===== config.mk =====
export PLATFORM = sky130hd
export DESIGN_NAME = sfalu_top
export DESIGN_NICKNAME = d
export VERILOG_FILES = /design/src/rtl/sfalu_pkg.sv /design/src/rtl/sfalu_addsub.sv /design/src/rtl/sfalu_logic.sv /design/src/rtl/sfalu_unary.sv /design/src/rtl/sfalu_top.sv
export SDC_FILE = /design/constraint.sdc
export NUM_CORES = 1
export LEC_CHECK = 0
export CORE_ASPECT_RATIO = 0.6
export CORE_MARGIN = 1.5
export CORE_UTILIZATION = 36
export DETAILED_ROUTE_END_ITERATION = 10
export SETUP_SLACK_MARGIN = 0.5
export SLEW_MARGIN = 10
export SYNTH_ARGS = -nofsm -noshare
export SYNTH_HDL_FRONTEND = slang
export SYNTH_SLANG_ARGS = --single-unit

===== constraint.sdc =====
create_clock -name vclk -period 6.1
set_input_delay 1.22 -clock vclk [all_inputs]
set_output_delay 1.22 -clock vclk [all_outputs]
set_load 0.02 [all_outputs]

===== src/rtl/sfalu_pkg.sv =====
package sfalu_pkg;
  typedef enum logic [3:0] {
    OP_ADD  = 4'h0,
    OP_SUB  = 4'h1,
    OP_PASS = 4'h2,
    OP_NOT  = 4'h3,
    OP_AND  = 4'h4,
    OP_OR   = 4'h5,
    OP_NAND = 4'h6,
    OP_NOR  = 4'h7,
    OP_XOR  = 4'h8,
    OP_XNOR = 4'h9,
    OP_SHL  = 4'hA,
    OP_SHR  = 4'hB,
    OP_ASL  = 4'hC,
    OP_ASR  = 4'hD,
    OP_NEG  = 4'hE,
    OP_ZERO = 4'hF
  } op_e;

  typedef enum logic [1:0] {
    CLS_ARITH = 2'd0,
    CLS_LOGIC = 2'd1,
    CLS_UNARY = 2'd2
  } cls_e;

  function automatic cls_e op_class(input logic [3:0] op);
    if (op[3:1] == 3'b000) return CLS_ARITH;
    else if (op <= 4'h9)   return CLS_LOGIC;
    else                   return CLS_UNARY;
  endfunction
endpackage


===== src/rtl/sfalu_addsub.sv =====
module sfalu_addsub #(
  parameter int DATA_W = 16
) (
  input  logic [DATA_W-1:0] a,
  input  logic [DATA_W-1:0] b,
  input  logic              sub,
  output logic [DATA_W-1:0] sum,
  output logic              ovf
);
  localparam int MSB = DATA_W - 1;

  logic [DATA_W-1:0] b_eff;

  always_comb begin
    b_eff = sub ? ~b : b;
    sum   = a + b_eff + {{(DATA_W-1){1'b0}}, sub};
    ovf   = (a[MSB] == b_eff[MSB]) && (sum[MSB] != a[MSB]);
  end

  // Check: a result one bit wider than the operands must agree with the
  // flag and the low bits.
  logic signed [DATA_W:0] wide;
  always_comb begin
    wide = sub ? ($signed({a[MSB], a}) - $signed({b[MSB], b}))
               : ($signed({a[MSB], a}) + $signed({b[MSB], b}));

    ovf_range_chk: assert (ovf == (wide[DATA_W] != wide[MSB]))
      else $error("overflow flag disagrees with widened result");

    sum_bits_chk: assert (sum == wide[MSB:0])
      else $error("sum disagrees with widened result");
  end
endmodule


===== src/rtl/sfalu_logic.sv =====
module sfalu_logic
  import sfalu_pkg::*;
#(
  parameter int DATA_W = 16
) (
  input  logic [DATA_W-1:0] a,
  input  logic [DATA_W-1:0] b,
  input  logic [3:0]        op,
  output logic [DATA_W-1:0] y
);
  always_comb begin
    unique case (op)
      OP_PASS: y = a;
      OP_NOT:  y = ~a;
      OP_AND:  y = a & b;
      OP_OR:   y = a | b;
      OP_NAND: y = ~(a & b);
      OP_NOR:  y = ~(a | b);
      OP_XOR:  y = a ^ b;
      OP_XNOR: y = ~(a ^ b);
      default: y = '0;
    endcase
  end

  always_comb begin

    not_inv_chk: assert (!(op == OP_NOT) || ((y ^ a) == {DATA_W{1'b1}}))
      else $error("NOT result is not the complement");

    nand_cover_chk: assert (!(op == OP_NAND) || ((y & a & b) == '0))
      else $error("NAND result overlaps AND");
  end
endmodule


===== src/rtl/sfalu_unary.sv =====
module sfalu_unary
  import sfalu_pkg::*;
#(
  parameter int DATA_W = 16
) (
  input  logic [DATA_W-1:0] a,
  input  logic [3:0]        op,
  output logic [DATA_W-1:0] y
);
  localparam int MSB = DATA_W - 1;

  logic [DATA_W-1:0] shl, shr, asr, neg;

  // One mux cell per output bit; the fill bits at the ends are chosen here.
  for (genvar i = 0; i < DATA_W; i++) begin : g_bit
    if (i == 0) begin : g_lo
      assign shl[i] = 1'b0;
    end else begin : g_lo
      assign shl[i] = a[i-1];
    end
    if (i == MSB) begin : g_hi
      assign shr[i] = 1'b0;
      assign asr[i] = a[MSB];
    end else begin : g_hi
      assign shr[i] = a[i+1];
      assign asr[i] = a[i+1];
    end
  end

  assign neg = (~a) + {{(DATA_W-1){1'b0}}, 1'b1};

  always_comb begin
    unique case (op)
      OP_SHL, OP_ASL: y = shl;
      OP_SHR:         y = shr;
      OP_ASR:         y = asr;
      OP_NEG:         y = neg;
      default:        y = '0;
    endcase
  end

  always_comb begin

    asr_sign_chk: assert (!(op == OP_ASR) || (y[MSB] == a[MSB] && y[MSB-1] == a[MSB]))
      else $error("arithmetic right shift lost the sign");

    shr_fill_chk: assert (!(op == OP_SHR) || (y[MSB] == 1'b0))
      else $error("logical right shift filled a one");

    neg_sum_chk: assert (!(op == OP_NEG) || ((y + a) == '0))
      else $error("negation does not cancel the operand");
  end
endmodule


===== src/rtl/sfalu_top.sv =====
module sfalu_top
  import sfalu_pkg::*;
#(
  parameter int DATA_W = 16
) (
  input  logic [DATA_W-1:0] a_i,
  input  logic [DATA_W-1:0] b_i,
  input  logic [3:0]        op_i,
  output logic [DATA_W-1:0] y_o,
  output logic              ovf_o
);
  logic [DATA_W-1:0] arith_y, logic_y, unary_y;
  logic              arith_ovf;
  cls_e              cls;

  sfalu_addsub #(.DATA_W(DATA_W)) u_addsub (
    .a   (a_i),
    .b   (b_i),
    .sub (op_i[0]),
    .sum (arith_y),
    .ovf (arith_ovf)
  );

  sfalu_logic #(.DATA_W(DATA_W)) u_logic (
    .a  (a_i),
    .b  (b_i),
    .op (op_i),
    .y  (logic_y)
  );

  sfalu_unary #(.DATA_W(DATA_W)) u_unary (
    .a  (a_i),
    .op (op_i),
    .y  (unary_y)
  );

  always_comb begin
    cls = op_class(op_i);
    unique case (cls)
      CLS_ARITH: y_o = arith_y;
      CLS_LOGIC: y_o = logic_y;
      default:   y_o = unary_y;
    endcase
    ovf_o = (cls == CLS_ARITH) && arith_ovf;
  end

  always_comb begin

    ovf_scope_chk: assert (!ovf_o || (op_i == OP_ADD) || (op_i == OP_SUB))
      else $error("overflow raised outside add/subtract");

    zero_out_chk: assert (!(op_i == OP_ZERO) || (y_o == '0))
      else $error("zero code produced a nonzero result");
  end
endmodule


== After elaboration in Yosys (flattened, before gate mapping) ==
Index checks and enable logic that the tools add are counted.
Storage, ports and cells
  register bits after elaboration: 0
  input port bits: 36
  output and inout bits: 17
  word-level logic and storage cells: 39
Operators by class
  add/sub/neg operators: 3
  $lt $le $gt $ge: 1
  eq/ne operators: 16
  mux-type cells: 6
  bitwise logic cells: 8
  reduce and logical (&&, ||, !) cells: 5
Operators by type and width (count)
  16-bit one-hot mux with 8 select lines: 1
  16-bit NOT: 5
  16-bit one-hot mux with 4 select lines: 1
  16-bit one-hot mux with 2 select lines: 1
  4-bit equality test (second input constant): 7
  16-bit by 1-bit adder with 16-bit output: 1
  16-bit by 1-bit adder with 16-bit output (second input constant): 1
  16-bit adder: 1
  16-bit AND: 1
  4-bit by 3-bit equality test with 1-bit output (second input constant): 4
  16-bit two-way mux: 1
  16-bit OR: 1
  16-bit XOR: 1
  4-bit by 2-bit equality test with 1-bit output (second input constant): 2
  4-bit less-or-equal comparator (second input constant): 1
  2-bit two-way mux: 2
  3-bit zero test: 1
  2-bit by 1-bit equality test with 1-bit output (second input constant): 1
  1-bit logical AND: 2
  2-bit zero test: 1
  2-bit OR reduction: 1
  1-bit equality test: 1
  1-bit != test: 1

== Longest topological paths before layout ==
Gate-level depths: netlist of run 1.
  depth in word-level cells: 7
  mapped depth: 13

== Hierarchy ==
A second synthesis of run 1 with hierarchy kept.
Unflattened totals
  cells, all modules: 476
  area total of the unflattened synthesis: 3769.9 µm²
Modules (own cells, without submodules)
  sfalu_logic: times used 1, cells an instance 200, area each 1612.8 µm², sequential area each 0.0 µm²
  sfalu_addsub: times used 1, cells an instance 133, area each 975.9 µm², sequential area each 0.0 µm²
  sfalu_unary: times used 1, cells an instance 87, area each 623.1 µm², sequential area each 0.0 µm²
  sfalu_top: times used 1, cells an instance 56, area each 558.0 µm², sequential area each 0.0 µm²

== Worst setup path before layout of run 1 ==
OpenSTA, ideal clock, no wires.
  kind: input-to-output
  start: in op_i[0]
  end: out y_o[12]
  arrival: 4027 ps
  required time: 4880 ps
  slack: 853 ps
  cell stages on the path: 12
  buffers on the path: 4
  path through: buf_2 buf_2 buf_2 buf_2 xor2_1 fa_1 a211o_1 a211o_1 nand2_1 o21ai_1 mux2_4 o21ai_1
On the way
  word-level cells in the longest chain between the ends: 5
  elaborated cells on any way between the ends: 25
  those cells by class: add/sub: 2; order compare: 1; eq/ne: 14; mux: 6; reduce/logical: 2
Ends and longest elaborated chain
  from (decl): line sfalu_top.sv:8  | input logic [3:0] op_i,
  branches (longest 4 deep; another with 16-bit adder)
  16-bit one-hot mux with 2 select lines (*): line sfalu_top.sv:39  | unique case (cls)
  to (decl): line sfalu_top.sv:9  | output logic [DATA_W-1:0] y_o,
Mark *: on every way between the ends.

== Worst setup path in the final report of run 1 ==
  start: in b_i[2]
  end: out y_o[11]
On the way
  word-level cells in the longest chain between the ends: 5
Ends and longest elaborated chain
  from (decl): line sfalu_top.sv:7  | input logic [DATA_W-1:0] b_i,
  16-bit NOT: line sfalu_addsub.sv:15  | b_eff = sub ? ~b : b;
  16-bit two-way mux (*): line sfalu_addsub.sv:15
  16-bit adder (*): line sfalu_addsub.sv:16  | sum = a + b_eff + {{(DATA_W-1){1'b0}}, sub};
  16-bit by 1-bit adder with 16-bit output (*): line sfalu_addsub.sv:16
  16-bit one-hot mux with 2 select lines (*): line sfalu_top.sv:39
Every way passes the cells marked *; elsewhere a longest branch is shown, timed or not.

==> results.txt, run 1 <==
----------------------------------------------------
[Cells and area]
  Seq_cells ... 0
  Area grow syn2layout ... 21.2%
  Fraction of layout instances using a drive strength above 1 ... 7.04%
  Number of diodes ... 0
  Number of standard cells in the layout, taps in and fillers out ... 684
  Commonest cells after routing, fill and taps aside ... 54 x sky130_fd_sc_hd__nand2_1, 49 x sky130_fd_sc_hd__ha_1, 47 x sky130_fd_sc_hd__clkdlybuf4s50_1
  Post-layout instance area ... 4170 µm²
  Final core area utilization ... 45.3%
  Final nets ... about 640
  Count of clock-net buffers in the final layout ... 0
  Commonest non-fill, non-tap cell in the layout ... sky130_fd_sc_hd__nand2_1
  Reg area ... 0 µm²

[GRT]
  Number of antenna violations at the first check in global routing ... 0
  Global-route wire length before repair ... 20300 µm
  Pin count of the biggest net entering global routing ... between 40 and 50
  Via count of the first global-routing pass ... roughly 3700
  GRT overflow ... 0
  GRT Resource Usage Total ... 25.0%

[STA]
  Number of max-slew violations in the final report ... 0
  Final critical path time including I/O delays and setup ... 5.50 ns
  Unrepaired setup endpoints after global routing ... yes
  Count of final setup violators ... 0
  Max Clock Freq ... 182 MHz
  Setup slack after layout ... 0.596 ns
  Sum of negative setup slack ... 0 ns
  Hold violation count in the final report ... 0
  Relative slew slack ... a little over half
  Smallest hold slack ... 3.57 ns
  Worst slew pin tran ... ~0.71 ns
  Share of the clock period used by the worst path after layout ... around nine tenths

[Floorplanning]
  Die Outline Area ... 10200 µm²
  I/O Pins ... 53
  Width of the die ... between 100 and 150 µm
  Initial core utilization ... 37.3%
  Core Rows ... 27
  Die Span Y ... 78.8 µm
  Core area ... 9220 µm²

[Clock tree]
  Hold buffer count at cts ... 0

[Placement]
  Post-placement cell count ... 684
  Placed Area ... around 4200 µm²
  Pre-CTS setup slack ... 0.396 ns
  Routability Congestion ... 0.986
  Count of buffers from port buffering ... 53
  Detail Placement HPWL ... 9900 µm

[Worst setup path]
  Top fanout value on the critical path ... 7
  Combined buffer and inverter count along the critical path ... 2
  Highest-delay cell along the critical path ... sky130_fd_sc_hd__clkdlybuf4s50_1
  Worst stage delay on the critical path ... 0.54 ns
  Crit path max-delay family ... compound AO/OA/AOI/OAI gates
  Critical Path RT ... 4.88 ns
  Classification of the worst setup path ... input pin to output pin
  CP startpoint kind ... input pin
  Data arrival time of the worst path ... 4.28 ns
  Kind of capture point of the worst setup path ... output pin
  Sequence of cells on the critical path ... clkdlybuf4s50_1, xor2_1, ha_1, a2111o_1, a31o_1, a21oi_2, o21bai_1, xor2_1, a221o_1, clkdlybuf4s50_1

[Worst hold path]
  Origin of the worst min-delay path ... b_i[0]
  End point of the most critical hold path ... y_o[0]
  Min-delay worst type ... input pin to output pin
  Depth of the worst hold-timing path ... 6

[Logic synthesis]
  Synth unique cells ... 65
  Synth Cell Area ... 3440 µm²
  Cell count after synthesis ... about 520
  Average instance area after synthesis ... between 6 and 7 µm²
  Sequential fraction of the synthesis area ... 0%
  Synthesized Nets ... 602
  Warning count from the yosys run ... 0

[Route]
  Total length of routed wires ... 12700 µm
  Total via count in the routed design ... ~4100
  Number of antenna-violating nets in the routed design ... 0
  Routed length per instance ... between 15 and 20 µm
  Detailed router's first-iteration violation count ... 510
  Detail-routed via count per cell ... 6.03
  DR pass1 iterations ... 5
  # DRC ... 0

[Pwr]
  Total power density per cell area ... ~100 nW/µm²
  Worst vdd rail ir drop ... roughly 0.000075 V
  Leakage ... about 1.7 nW
  Overall power consumption ... 425 µW

[Job]
  Max-cap violation count ... 0

[Run status]
  Status ... finished, final reports clean

----------------------------------------------------
report_power, final:
| part | switching (mW) | internal, mW |
|---|---|---|
| sequential | 0 | 0 |
| clock | 0 | 0 |
| combinational | 0.243 | 0.181 |
Yosys cell counts, types with 6 or more instances:
master | number | area [µm²]
sky130_fd_sc_hd__a221oi_1 | 9 | 78.8
sky130_fd_sc_hd__a211oi_1 | 7 | 52.6
sky130_fd_sc_hd__nor2_1 | 36 | 135
sky130_fd_sc_hd__nor2b_1 | 9 | 56.3
sky130_fd_sc_hd__nor3_1 | 10 | 50.1
sky130_fd_sc_hd__inv_1 | 36 | 135
sky130_fd_sc_hd__xnor2_1 | 20 | 175
sky130_fd_sc_hd__nand2b_1 | 10 | 62.6
sky130_fd_sc_hd__buf_2 | 21 | 105
sky130_fd_sc_hd__o22ai_1 | 21 | 131
sky130_fd_sc_hd__o21ai_0 | 31 | 155
sky130_fd_sc_hd__nand2_1 | 54 | 203
sky130_fd_sc_hd__a21oi_1 | 35 | 175
sky130_fd_sc_hd__a22oi_1 | 19 | 143
sky130_fd_sc_hd__xor2_1 | 26 | 228
sky130_fd_sc_hd__a31oi_1 | 6 | 37.5
sky130_fd_sc_hd__nand3_1 | 12 | 60.1
sky130_fd_sc_hd__clkbuf_1 | 15 | 56.3
sky130_fd_sc_hd__o211ai_1 | 7 | 52.6
sky130_fd_sc_hd__ha_1 | 49 | 613
kinds of logic after synthesis:
family | synth area share [%]
multiplexers | 2.36
adder cells (fa/ha/maj) | 18.4
AO/OA/AOI/OAI | 35.3
AND/OR/NAND/NOR | 22.7
buffers and inverters | 9.48
XOR/XNOR | 11.7
cell type report:
class | count | area, µm²
tap | 130 | 163
multi-input combinational | 440 | 3130
inverter | 37 | 139
timing repair buffer | 77 | 747
fill | 959 | 5050
per-layer routing:
layer  global-route usage, %  wire, µm  vias up
li1                        -         -     1961
met1                    39.9      6280     1919
met2                    35.9      4890      233
met3                    3.03      1430       14
met4                    2.47       110        0
met5                       0         0        -
tightest hold or removal path: cells and delay by family:
| kind | cells | cell delay (ns) |
|---|---|---|
| AOI/OAI and AO/OA | 2 | 0.16 |
| buffers and inverters | 2 | 0.73 |
| xor gates and xnor gates | 1 | 0.15 |
| and+or+nand+nor | 1 | 0.09 |
how the worst max path moves through the flow:
| stage | from | end | slack [ns] | cells after the start |
|---|---|---|---|---|
| after global routing | b_i[2] | y_o[11] | 0.48 | 10 |
| after detailed placement | b_i[0] | y_o[12] | 0.40 | 10 |
| after floorplan | op_i[0] | y_o[12] | 0.85 | 12 |
| after CTS | b_i[2] | y_o[13] | 0.59 | 10 |
| after global placement | b_i[0] | y_o[12] | 0.43 | 10 |
| final | b_i[2] | y_o[11] | 0.60 | 10 |
timing repair:
item,CTS,global route
endpoints found under the setup margin,3,5
pin swaps,0,0
buffers inserted,0,0
gates resized for setup,3,5
Power figures use the tool's default switching activity.
==> inputs of run 2 (changes only) <==
--- a/config.mk
+++ b/config.mk
@@ -9,6 +9,7 @@
 export CORE_MARGIN = 1.5
 export CORE_UTILIZATION = 36
 export DETAILED_ROUTE_END_ITERATION = 10
+export PLACE_DENSITY = 0.66
 export SETUP_SLACK_MARGIN = 0.5
 export SLEW_MARGIN = 10
 export SYNTH_ARGS = -nofsm -noshare
==> run 2 against run 1 <==
Against the previous run: via count up 0.48%; global-route usage rose by 0.56 points; highest routed layer unchanged; combinational power is essentially flat; critical endpoint is now y_o[10]; core utilization is 0.50 points lower; setup slack better by 0.031 ns; largest power group unchanged; power about the same; first-iteration DRC count rose by 3.1%.
==> results.txt, run 2 (same netlist as run 1, synthesis figures left out) <==
----------------------------------------------------
[Pwr]
  Total power density per cell area ... 103 nW/µm²
  Leakage ... between 1.5 and 2 nW
  Worst vdd rail ir drop ... 0.0000389 V

[Cells and area]
  Number of diodes ... 0
  Area grow syn2layout ... 19.9%
  Reg area ... 0 µm²
  Fraction of layout instances using a drive strength above 1 ... under 10%
  Commonest cells after routing, fill and taps aside ... 54 x sky130_fd_sc_hd__nand2_1, 49 x sky130_fd_sc_hd__ha_1, 48 x sky130_fd_sc_hd__clkdlybuf4s50_1
  Seq_cells ... 0
  Final nets ... 641
  Fillers ... 965
  Final core area utilization ... 44.8%
  Count of clock-net buffers in the final layout ... 0
  Post-layout instance area ... between 4000 and 5000 µm²
  Commonest non-fill, non-tap cell in the layout ... sky130_fd_sc_hd__nand2_1

[Route]
  Number of antenna-violating nets in the routed design ... 0
  Total length of routed wires ... between 10000 and 15000 µm
  Total via count in the routed design ... 4147
  Detail-routed via count per cell ... 6.07
  Routed length per instance ... between 15 and 20 µm
  DR pass1 iterations ... 6
  Detailed router's first-iteration violation count ... around 530
  # DRC ... 0

[GRT]
  GRT Resource Usage Total ... about 26%
  Number of antenna violations at the first check in global routing ... 0
  Global-route wire length before repair ... 20500 µm
  Via count of the first global-routing pass ... approximately 3700
  Pin count of the biggest net entering global routing ... 41
  GRT overflow ... 0

[Clock tree]
  Post-CTS Setup Bufs ... 0
  Hold buffer count at cts ... 0

[Floorplanning]
  Core Rows ... 27
  Initial core utilization ... 37.3%
  Die Outline Area ... 10200 µm²
  Core area ... 9220 µm²
  Die Span Y ... 78.8 µm
  Width of the die ... 129 µm
  I/O Pins ... 53

[STA]
  Number of max-slew violations in the final report ... 0
  Max Clock Freq ... between 150 and 200 MHz
  Worst slew pin tran ... ~0.61 ns
  Hold violation count in the final report ... 0
  Share of the clock period used by the worst path after layout ... approximately 90%
  Smallest hold slack ... 3.55 ns
  Count of final setup violators ... 0
  Setup slack after layout ... roughly 0.63 ns
  Relative slew slack ... 59.0%
  Unrepaired setup endpoints after global routing ... no
  Sum of negative setup slack ... 0 ns
  Final critical path time including I/O delays and setup ... 5.47 ns

[Worst setup path]
  Crit path max-delay family ... compound AO/OA/AOI/OAI gates
  CP startpoint kind ... input pin
  Highest-delay cell along the critical path ... sky130_fd_sc_hd__clkdlybuf4s50_1
  Kind of capture point of the worst setup path ... output pin
  Top fanout value on the critical path ... 4
  Classification of the worst setup path ... input pin to output pin
  CP endpoint ... y_o[10]
  Data arrival time of the worst path ... 4.25 ns
  Most repeated library cell on the critical path ... sky130_fd_sc_hd__a211o_1
  Sequence of cells on the critical path ... clkdlybuf4s50_1, mux2_4, fa_1, a211o_1, a211o_1, a21oi_1, mux2i_1, nand4_1, o21bai_1, dlygate4sd2_1
  Critical Path RT ... 4.88 ns
  Worst stage delay on the critical path ... between 0.5 and 0.6 ns
  Combined buffer and inverter count along the critical path ... 2
  Total stage count of the critical path ... 10
  Start point of the critical path ... b_i[0]

[Worst hold path]
  Min-delay worst type ... input pin to output pin

[Placement]
  Count of buffers from port buffering ... 53
  Routability Congestion ... 1.02
  Placed Area ... 4130 µm²
  Pre-CTS setup slack ... about 0.38 ns
  Detail Placement HPWL ... around 10000 µm

[Run status]
  Status ... finished, final reports clean

[Job]
  Max-cap violation count ... 0

----------------------------------------------------
run 2: how the worst min path moves through the flow:
stage,start,end,slack (ns),depth (start not counted)
after floorplan,a_i[3],y_o[4],2.66,2
after global placement,op_i[0],y_o[8],3.62,5
after detailed placement,op_i[0],y_o[8],3.60,5
after CTS,op_i[0],y_o[14],3.56,6
after global routing,op_i[0],y_o[14],3.67,6
final,op_i[0],y_o[14],3.55,6
run 2: routing by layer:
layer | global-route usage [%] | up-vias | share of wire [%]
li1 | - | 1957 | -
met1 | 38.9 | 1947 | 47
met2 | 36.1 | 239 | 39
met3 | 7.48 | 4 | 14
met4 | 1.80 | 0 | 0.26
met5 | 0 | - | 0
run 2: timing repair:
action / 4_1_cts / 5_1_grt
resized for setup: 3 / 3
setup endpoints to repair: 3 / 4
gates cloned: 0 / 0
run 2: cell type report:
| type | count | area (µm²) | area share (%) |
|---|---|---|---|
| multi-input combinational | 440 | 3120 | 75.5 |
| tap | 130 | 163 | 3.94 |
| timing repair buffer | 76 | 709 | 17.2 |
| inverter | 37 | 139 | 3.36 |
run 2: worst min-delay path: stages:
cell,delay [ns]
sky130_fd_sc_hd__buf_2,0.14
sky130_fd_sc_hd__buf_4,0.28
sky130_fd_sc_hd__a31oi_1,0.19
sky130_fd_sc_hd__a211oi_1,0.06
sky130_fd_sc_hd__o21ai_0,0.10
sky130_fd_sc_hd__dlygate4sd1_1,0.33
run 2: through the flow:
stage               cells  total power [mW]
floorplan             516             0.272
global placement      683             0.410
detailed placement    683             0.416
CTS                   683             0.416
global route          683             0.458
finish                683             0.425
run 2: power by group:
part,internal [mW],switching [mW]
Sequential,0,0
Combinational,0.179,0.246
Clock,0,0
Total,0.179,0.246
==> inputs of run 3 (changes only) <==
--- a/config.mk
+++ b/config.mk
@@ -7,10 +7,10 @@
 export LEC_CHECK = 0
 export CORE_ASPECT_RATIO = 0.6
 export CORE_MARGIN = 1.5
-export CORE_UTILIZATION = 36
+export CORE_UTILIZATION = 45
 export DETAILED_ROUTE_END_ITERATION = 10
-export PLACE_DENSITY = 0.66
-export SETUP_SLACK_MARGIN = 0.5
+export PLACE_DENSITY = 0.78
+export SETUP_SLACK_MARGIN = 0.4
 export SLEW_MARGIN = 10
 export SYNTH_ARGS = -nofsm -noshare
 export SYNTH_HDL_FRONTEND = slang
==> constraint.sdc (replaced) <==
create_clock -name vclk -period 6
set_input_delay 1.2 -clock vclk [all_inputs]
set_output_delay 1.2 -clock vclk [all_outputs]
set_load 0.02 [all_outputs]
==> run 3 against run 2 <==
Against the previous run: die area fell by 19%; sequential share of layout area is the same; worst hold slack got worse by 0.14 ns; routed wire length decreased by 4.0%; global-route usage grew 5.1 points; cell area down 0.45%; via count up 1.0%; critical path type unchanged.
==> results.txt, run 3 (same netlist as run 1, synthesis figures left out) <==
----------------------------------------------------
[Worst hold path]
  Min-delay worst type ... input pin to output pin
  Depth of the worst hold-timing path ... 6

[Floorplanning]
  Core Rows ... 24
  Initial core utilization ... between 40% and 50%
  Core area ... 7330 µm²
  Width of the die ... 116 µm
  Die Outline Area ... between 8000 and 9000 µm²
  I/O Pins ... 53
  Die Span Y ... approximately 70 µm

[Cells and area]
  Commonest non-fill, non-tap cell in the layout ... sky130_fd_sc_hd__nand2_1
  Area grow syn2layout ... 19.3%
  Fraction of layout instances using a drive strength above 1 ... 6.52%
  Number of diodes ... 0
  Final nets ... 640
  Fillers ... 726
  Count of clock-net buffers in the final layout ... 0
  Seq_cells ... 0
  Reg area ... 0 µm²
  Commonest cells after routing, fill and taps aside ... 54 x sky130_fd_sc_hd__nand2_1, 49 x sky130_fd_sc_hd__ha_1, 49 x sky130_fd_sc_hd__clkdlybuf4s50_1

[STA]
  Final critical path time including I/O delays and setup ... 5.52 ns
  Max Clock Freq ... around 180 MHz
  Setup slack after layout ... 0.479 ns
  Unrepaired setup endpoints after global routing ... no
  Relative slew slack ... 55.9%
  Share of the clock period used by the worst path after layout ... between 90 and 100%
  Hold violation count in the final report ... 0
  Smallest hold slack ... between 3 and 4 ns
  Count of final setup violators ... 0
  Worst slew pin tran ... 0.658 ns
  Sum of negative setup slack ... 0 ns
  Number of max-slew violations in the final report ... 0

[Pwr]
  Worst vdd rail ir drop ... 0.0000473 V
  Leakage ... 1.70 nW
  Total power density per cell area ... between 100 and 150 nW/µm²

[Route]
  Detail-routed via count per cell ... 6.39
  Detailed router's first-iteration violation count ... 536
  # DRC ... 0
  Total length of routed wires ... around 13000 µm
  Total via count in the routed design ... 4189
  Number of antenna-violating nets in the routed design ... 0
  DR pass1 iterations ... 5
  Routed length per instance ... 19.3 µm

[GRT]
  Via count of the first global-routing pass ... 3822
  Pin count of the biggest net entering global routing ... 39
  GRT Resource Usage Total ... approximately 30%
  Global-route wire length before repair ... 20200 µm
  Number of antenna violations at the first check in global routing ... 0
  GRT overflow ... 0

[Worst setup path]
  Classification of the worst setup path ... input pin to output pin
  Top fanout value on the critical path ... 7
  Data arrival time of the worst path ... 4.32 ns
  CP startpoint kind ... input pin
  Critical Path RT ... ~4.8 ns
  Kind of capture point of the worst setup path ... output pin

[Placement]
  Routability Congestion ... 1.04
  Count of buffers from port buffering ... 53
  Detail Placement HPWL ... 9650 µm
  Pre-CTS setup slack ... 0.375 ns

[Run status]
  Status ... finished, final reports clean

[Clock tree]
  Post-CTS Setup Bufs ... 0

[Job]
  Max-cap violation count ... 0

----------------------------------------------------
run 3: area by class of cell:
class,instances,area [µm²],area share (%)
inverter,37,139,3.38
tap,104,130,3.17
timing repair buffer,75,718,17.5
multi-input combinational,440,3120,76.0
run 3: worst max-delay path, cell delays in order:
cell and delay [ns]:
sky130_fd_sc_hd__clkdlybuf4s50_1 0.53, sky130_fd_sc_hd__xor2_1 0.17, sky130_fd_sc_hd__ha_1 0.33, sky130_fd_sc_hd__a2111o_1 0.39
sky130_fd_sc_hd__a31o_1 0.23, sky130_fd_sc_hd__a21oi_1 0.40, sky130_fd_sc_hd__a31oi_1 0.17, sky130_fd_sc_hd__xnor2_1 0.15
sky130_fd_sc_hd__o21ai_0 0.13, sky130_fd_sc_hd__clkdlybuf4s50_1 0.62
run 3: final timing paths:
kind	from	end	slack (ns)
worst max-delay path	b_i[2]	y_o[13]	0.48
worst min-delay path	op_i[0]	y_o[14]	3.41
run 3: what timing repair did:
item	in CTS	in global routing
hold buffers	0	0
hold endpoints to repair	0	0
resized for setup	2	3
setup endpoints to repair	2	3
run 3: where the power goes:
part | leakage, nW | internal [mW] | switching (mW)
clock network | 0 | 0 | 0
registers | 0 | 0 | 0
logic | 1.70 | 0.183 | 0.249
total | 1.70 | 0.183 | 0.249
run 3: through the flow:
step	cells	area (µm²)	power (mW)	util, %
after CTS	656	4100	0.420	55.9
after detailed placement	656	4100	0.419	56.0
final	656	4110	0.432	56.1
after floorplan	516	3440	0.276	-
after global routing	656	4110	0.465	56.1
after global placement	656	4100	0.412	56.0
run 3: metal layers:
layer	global-route usage [%]	vias to the layer above	routed length, µm
met2	42.9	262	4930
li1	-	1964	-
met5	0	-	0
met3	7.80	22	1640
met4	5.69	0	245
met1	46.8	1941	5850
